`src/rtl/ecag_pkg.sv`:
```
// Package: shared offsets and register-select decoding for the edge
// interrupt cause aggregator. Assumes an 8-bit byte address space.
package ecag_pkg;

    localparam int unsigned ECAG_AW = 8;

    localparam logic [ECAG_AW-1:0] OFS_RISE_EN = 8'h44;
    localparam logic [ECAG_AW-1:0] OFS_FALL_EN = 8'h48;
    localparam logic [ECAG_AW-1:0] OFS_STATUS  = 8'h80;
    localparam logic [ECAG_AW-1:0] OFS_MASK    = 8'h94;
    localparam logic [ECAG_AW-1:0] OFS_CLEAR   = 8'h98;

    typedef enum logic [2:0] {
        SEL_NONE,
        SEL_RISE,
        SEL_FALL,
        SEL_STATUS,
        SEL_MASK,
        SEL_CLEAR
    } reg_sel_e;

    // Map a byte offset onto the register it selects.
    function automatic reg_sel_e decode_ofs(input logic [ECAG_AW-1:0] ofs);
        case (ofs)
            OFS_RISE_EN: return SEL_RISE;
            OFS_FALL_EN: return SEL_FALL;
            OFS_STATUS:  return SEL_STATUS;
            OFS_MASK:    return SEL_MASK;
            OFS_CLEAR:   return SEL_CLEAR;
            default:     return SEL_NONE;
        endcase
    endfunction

endpackage

```
`src/rtl/ecag_edge_detect.sv`:
```
// Module: per-pin edge detector. Compares each pin with its level at the
// previous clock edge and reports an event when the edge kind is enabled.
// Assumes pin_i is already synchronous to clk. The previous-level register
// resets to 0; a pin that sits high is not reported as an edge, because the
// enables are still 0 in the first cycle after reset.
module ecag_edge_detect #(
    parameter int unsigned NPINS = 32
) (
    input  logic             clk,
    input  logic             rst_n,
    input  logic [NPINS-1:0] pin_i,
    input  logic [NPINS-1:0] rise_en_i,
    input  logic [NPINS-1:0] fall_en_i,
    output logic [NPINS-1:0] evt_o
);

    logic [NPINS-1:0] prev_q;

    // Hold each pin's level from the previous edge.
    always_ff @(posedge clk) begin
        if (!rst_n) prev_q <= '0;
        else        prev_q <= pin_i;
    end

    // Build the per-pin event from the enabled edge kinds.
    for (genvar g = 0; g < NPINS; g++) begin : g_pin
        logic went_up;
        logic went_down;
        assign went_up   = pin_i[g] & ~prev_q[g];
        assign went_down = ~pin_i[g] & prev_q[g];
        assign evt_o[g]  = (went_up & rise_en_i[g]) | (went_down & fall_en_i[g]);
    end

endmodule

```
`src/rtl/ecag_cause_bank.sv`:
```
// Module: sticky cause flags. Each bit is set by an event and cleared by a
// write-1 clear pulse. When both arrive together the event wins.
// Assumes clr_i is a single-cycle pulse vector from the register port.
module ecag_cause_bank #(
    parameter int unsigned NPINS = 32
) (
    input  logic             clk,
    input  logic             rst_n,
    input  logic [NPINS-1:0] evt_i,
    input  logic [NPINS-1:0] clr_i,
    output logic [NPINS-1:0] cause_o
);

    for (genvar g = 0; g < NPINS; g++) begin : g_flag
        logic flag_q;
        // Keep the flag until cleared; a new event overrides the clear.
        always_ff @(posedge clk) begin
            if (!rst_n)          flag_q <= 1'b0;
            else if (evt_i[g])   flag_q <= 1'b1;
            else if (clr_i[g])   flag_q <= 1'b0;
        end
        assign cause_o[g] = flag_q;
    end

endmodule

```
`src/rtl/ecag_regfile.sv`:
```
// Module: register port. Holds the rising, falling and mask registers,
// generates the clear pulse vector and returns the addressed read data.
// Assumes DATA_W >= NPINS; bits above NPINS read 0 and are dropped on write.
module ecag_regfile
    import ecag_pkg::*;
#(
    parameter int unsigned NPINS  = 32,
    parameter int unsigned DATA_W = 32
) (
    input  logic               clk,
    input  logic               rst_n,
    input  logic               bus_wr,
    input  logic [ECAG_AW-1:0] bus_addr,
    input  logic [DATA_W-1:0]  bus_wdata,
    input  logic [NPINS-1:0]   cause_i,
    output logic [DATA_W-1:0]  bus_rdata,
    output logic [NPINS-1:0]   rise_en_o,
    output logic [NPINS-1:0]   fall_en_o,
    output logic [NPINS-1:0]   mask_o,
    output logic [NPINS-1:0]   clr_o
);

    reg_sel_e         sel;
    logic [NPINS-1:0] wr_bits;
    logic [NPINS-1:0] rd_bits;

    assign sel     = decode_ofs(bus_addr);
    assign wr_bits = bus_wdata[NPINS-1:0];

    // Update the writable configuration registers.
    always_ff @(posedge clk) begin
        if (!rst_n) begin
            rise_en_o <= '0;
            fall_en_o <= '0;
            mask_o    <= '0;
        end else if (bus_wr) begin
            if (sel == SEL_RISE) rise_en_o <= wr_bits;
            if (sel == SEL_FALL) fall_en_o <= wr_bits;
            if (sel == SEL_MASK) mask_o    <= wr_bits;
        end
    end

    // Turn a write to the clear offset into a one-cycle clear vector.
    always_comb begin
        clr_o = '0;
        if (bus_wr && sel == SEL_CLEAR) clr_o = wr_bits;
    end

    // Select the read data of the addressed register.
    always_comb begin
        case (sel)
            SEL_RISE:   rd_bits = rise_en_o;
            SEL_FALL:   rd_bits = fall_en_o;
            SEL_STATUS: rd_bits = cause_i & mask_o;
            SEL_MASK:   rd_bits = mask_o;
            SEL_CLEAR:  rd_bits = cause_i;
            default:    rd_bits = '0;
        endcase
    end

    // Zero-extend to the bus width.
    always_comb begin
        bus_rdata              = '0;
        bus_rdata[NPINS-1:0]   = rd_bits;
    end

endmodule

```
`src/rtl/edge_cause_agg.sv`:
```
// Module: top of the edge interrupt cause aggregator. Connects the edge
// detector, sticky cause bank and register port, and ORs masked causes into
// one level interrupt. Assumes synchronized pins and a synchronous active-low
// reset.
module edge_cause_agg
    import ecag_pkg::*;
#(
    parameter int unsigned NPINS  = 32,
    parameter int unsigned DATA_W = 32
) (
    input  logic               clk,
    input  logic               rst_n,
    input  logic [NPINS-1:0]   pin_i,
    input  logic               bus_wr,
    input  logic [ECAG_AW-1:0] bus_addr,
    input  logic [DATA_W-1:0]  bus_wdata,
    output logic [DATA_W-1:0]  bus_rdata,
    output logic               irq_o
);

    logic [NPINS-1:0] rise_vec;
    logic [NPINS-1:0] fall_vec;
    logic [NPINS-1:0] mask_vec;
    logic [NPINS-1:0] clr_vec;
    logic [NPINS-1:0] evt_vec;
    logic [NPINS-1:0] cause_vec;

    ecag_regfile #(.NPINS(NPINS), .DATA_W(DATA_W)) u_regs (
        .clk       (clk),
        .rst_n     (rst_n),
        .bus_wr    (bus_wr),
        .bus_addr  (bus_addr),
        .bus_wdata (bus_wdata),
        .cause_i   (cause_vec),
        .bus_rdata (bus_rdata),
        .rise_en_o (rise_vec),
        .fall_en_o (fall_vec),
        .mask_o    (mask_vec),
        .clr_o     (clr_vec)
    );

    ecag_edge_detect #(.NPINS(NPINS)) u_edges (
        .clk       (clk),
        .rst_n     (rst_n),
        .pin_i     (pin_i),
        .rise_en_i (rise_vec),
        .fall_en_i (fall_vec),
        .evt_o     (evt_vec)
    );

    ecag_cause_bank #(.NPINS(NPINS)) u_cause (
        .clk     (clk),
        .rst_n   (rst_n),
        .evt_i   (evt_vec),
        .clr_i   (clr_vec),
        .cause_o (cause_vec)
    );

    // Raise the shared interrupt while any enabled cause is pending.
    assign irq_o = |(cause_vec & mask_vec);

endmodule

```
`config.mk`:
```
export PLATFORM = sky130hd
export DESIGN_NAME = edge_cause_agg
export DESIGN_NICKNAME = d
export VERILOG_FILES = /design/src/rtl/ecag_pkg.sv /design/src/rtl/ecag_edge_detect.sv /design/src/rtl/ecag_cause_bank.sv /design/src/rtl/ecag_regfile.sv /design/src/rtl/edge_cause_agg.sv
export SDC_FILE = /design/constraint.sdc
export NUM_CORES = 1
export LEC_CHECK = 0
export ABC_AREA = 0
export BUFFER_PORTS_ARGS = -buffer_cell sky130_fd_sc_hd__buf_2
export CAP_MARGIN = 5
export CORE_AREA = 3 3 123 125
export CTS_CLUSTER_DIAMETER = 40
export DETAILED_ROUTE_END_ITERATION = 8
export DIE_AREA = 0 0 126 128
export PLACE_DENSITY = 0.82
export SLEW_MARGIN = 25
export SYNTH_ARGS = -nofsm -noshare
export SYNTH_HDL_FRONTEND = slang
export SYNTH_SLANG_ARGS = --single-unit
```
`constraint.sdc`:
```
create_clock -name clk -period 1.7 [get_ports clk]
set_input_delay 0.34 -clock clk [delete_from_list [all_inputs] [get_ports clk]]
set_output_delay 0.34 -clock clk [all_outputs]
set_load 0.02 [all_outputs]
```
==> impl_metrics.py <==
metrics = {
    "drt": {
        "drt-total-wl_mm": 22.14,
        "routed-via-count": 6919,
        "drt_first_iter_violations": 724,
        "ant_nets": 0,
        "vias_per_cell": 5.919,
        "drt-wirelength-per-cell_um": 18.94,
        "dr.pass1.iters": 6,
        "drcViolationCount": 0,
    },
    "timing": {
        "hold_viol_final": 0,
        "tightest_slew_ps": 416.8,
        "skew_ps": 7.394,
        "setup_viol": 33,
        "finalMaxSlewViolations": 0,
        "finalCriticalPeriod_ps": 2267,
        "period_share_pct": 133.3,
        "finalSetupTns_ps": -14170,
        "fmaxAchievable_mhz": 441.2,
        "setup_slack_ps": -566.5,
        "rsz0062_at_grt": "true",
        "slew_headroom_pct": 72.22,
    },
    "yosys": {
        "async_flop_share_pct": 0,
        "syn-instance-count": 797,
        "yosysWarnings": 0,
        "synth_area_mm2": 0.007289,
        "yosysTopAreaCell": "dfxtp_1",
        "ys_ff_latch": 160,
        "synth_edf_count": 0,
        "syn_nets": 872,
        "yosysTopAreaCellShare_pct": 43.94,
        "synth.area.top_cells": "dfxtp_1 44%, mux2i_1 13%, nand2_1 8.3%",
        "syn_area_per_cell_um2": 9.146,
        "seq_area_frac_synth_pct": 43.94,
        "synth-main-ff-cell": "dfxtp_1",
        "synth.distinct_cells": 31,
    },
    "critical_path": {
        "max_stage_delay_ps": 440,
        "crit_chain": "a22o_1 -> a221oi_2 -> nand3_1 -> or4_4 -> buf_6",
        "arrival_ps": 1930,
        "critPathCaptureType": "primary output",
        "slowest_stage": "or4_4",
        "critPathMaxFanout": 4,
        "start_kind": "flop",
        "path_class": "flop to primary output",
        "crit_required_ps": 1360,
    },
    "layout": {
        "drive_above_1_share_pct": 25.91,
        "syn_to_final_growth_pct": 35.46,
        "fillers": 1033,
        "fin_nets": 1050,
        "finalNonFillerCells": 1169,
    },
    "placed_design": {
        "dp_cells": 1126,
        "io_buffers": 107,
        "place_congestion": 0.8724,
        "pre_cts_slack_ps": -531.3,
        "dp_hpwl_mm": 14.22,
    },
    "power": {
        "power.leakage_uw": 0.004746,
        "p_per_area_mw_per_mm2": 869.7,
        "power_uw": 8588,
        "ir_drop_mv": 0.7334,
    },
    "grt": {
        "grt_pass1_wl_mm": 35.65,
        "antenna_found_initial": 1,
        "grt_use_total_pct": 27.77,
        "grt_max_degree": 37,
        "grt.overflow.total": 0,
        "grt_pass1_vias": 6967,
    },
    "floorplanning": {
        "die-height_um": 128,
        "placementRows": 43,
        "die-area_mm2": 0.01613,
        "die-width_um": 126,
        "io_pins": 108,
        "core_area_mm2": 0.01399,
        "start_util_pct": 52.11,
    },
    "cts": {
        "clkTransAtPathRegs_ps": 60,
        "cts_tree": "built",
        "clockBufferDepth": 2,
        "htreeDepth": 4,
        "hold_buffers": 0,
        "cts-root-buf": "clkbuf_16",
        "clock-sinks": 160,
        "numCtsBuffers": 17,
        "clkLatencyLatePin_ps": 420,
    },
    "run_status": {
        "status": "finished with violations",
        "violations": "setup timing",
    },
    "flow_run": {
        "maxCapViolations": 0,
    },
    "worst_hold_path": {
        "min_path_type": "input port to flop",
    },
}
## area by class of cell
class	count	area (um^2)	area share (%)
Multi-Input combinational cell	582	3909	39.58
Sequential cell	160	3204	32.45
Timing Repair Buffer	213	1861	18.84
Clock buffer	21	460.4	4.663
Tap cell	180	225.2	2.281
Clock inverter	11	209.0	2.116
Inverter	1	3.754	0.03801
Antenna cell	1	2.502	0.02534
## metrics by stage
stage	utilization, %	area [um^2]	hold slack, ps
detailed placement	62.70	8771	471.7
finish	70.59	9874	142.5
global route	70.59	9874	135.7
floorplan	-	7343	451.1
CTS	70.89	9916	127.6
global placement	62.70	8771	465.0
## cell usage in the layout, fill, tap and decap left out, types with 3 or more instances in the layout
| cell | instances |
|---|---|
| mux2i_1 | 96 |
| a22oi_1 | 46 |
| buf_2 | 69 |
| buf_4 | 81 |
| bufinv_16 | 6 |
| nand4_1 | 3 |
| clkbuf_16 | 17 |
| a21o_1 | 32 |
| o21a_1 | 32 |
| dfxtp_1 | 159 |
| buf_6 | 41 |
| nand2b_1 | 3 |
| nand3b_1 | 32 |
| buf_12 | 18 |
| nor2_1 | 32 |
| and2_1 | 32 |
| a221o_1 | 32 |
| nand2_1 | 160 |
| a21boi_0 | 32 |
| o21ai_0 | 32 |
| clkinv_2 | 4 |
## cell families after synthesis
| group | after synthesis | share of synthesized area, % |
|---|---|---|
| compound gates | 208 | 21.46 |
| buf+inv | 55 | 3.210 |
| mux | 96 | 13.18 |
| flops | 160 | 43.94 |
| simple gates | 278 | 18.21 |
## timing repair
action,CTS,global route
resized for setup,84,6
setup buffers,10,0
endpoints found under the setup margin,33,35
pin swaps,44,35
gates cloned,4,0
## worst max-delay path: cells and delay by family (launching register included)
kind                   cells  cell delay, ps
flip-flops                 1             330
AO/OA/AOI/OAI              2             430
buffers and inverters      1             150
AND/OR/NAND/NOR            2             590
## sequential cells by signal, indices dropped and copies added (netlist names)
signal                 cells
u_cause.g_flag.flag_q     32
u_edges.prev_q            32
u_regs.fall_en_o          32
u_regs.mask_o             32
u_regs.rise_en_o          32
## synthesized netlist by cell type, types with 2 or more instances
master	n
and3_1	2
buf_4	3
dfxtp_1	160
nor2_1	32
nand2_1	162
a21boi_0	32
clkbuf_1	38
a221o_1	32
a21o_1	32
o21ai_0	32
nand3b_1	32
buf_2	13
nand2b_1	3
mux2i_1	96
o21a_1	32
nand3_1	2
and2_1	32
nor4b_2	2
a22oi_1	46
nand4_1	3
## layer usage
layer	wire length [um]	global-route usage, %
met1	9597	36.22
met2	10340	45.01
met3	1534	6.083
met4	668	11.17
met5	0	0
## worst paths after layout
| path | slack, ps | startpoint | end | depth (start not counted) |
|---|---|---|---|---|
| hold / removal | 140 | pin_i[14] | u_edges.prev_q[14]$_SDFF_PN0_ | 2 |
| setup / recovery | -570 | u_cause.g_flag[0].flag_q$_SDFFE_PN0P_ | irq_o | 5 |
| setup reg to reg | 760 | u_cause.g_flag[16].flag_q$_SDFFE_PN0P_ | u_cause.g_flag[16].flag_q$_SDFFE_PN0P_ | 3 |
| hold reg to reg | 490 | u_regs.fall_en_o[16]$_SDFFE_PN0P_ | u_regs.fall_en_o[16]$_SDFFE_PN0P_ | 2 |
## power breakdown
group | switching [uW] | total, uW | internal, uW
sequential | 22.1 | 3820 | 3790
clock | 1520 | 4350 | 2830
combinational | 237 | 422 | 185
Power figures use the tool's default switching activity.
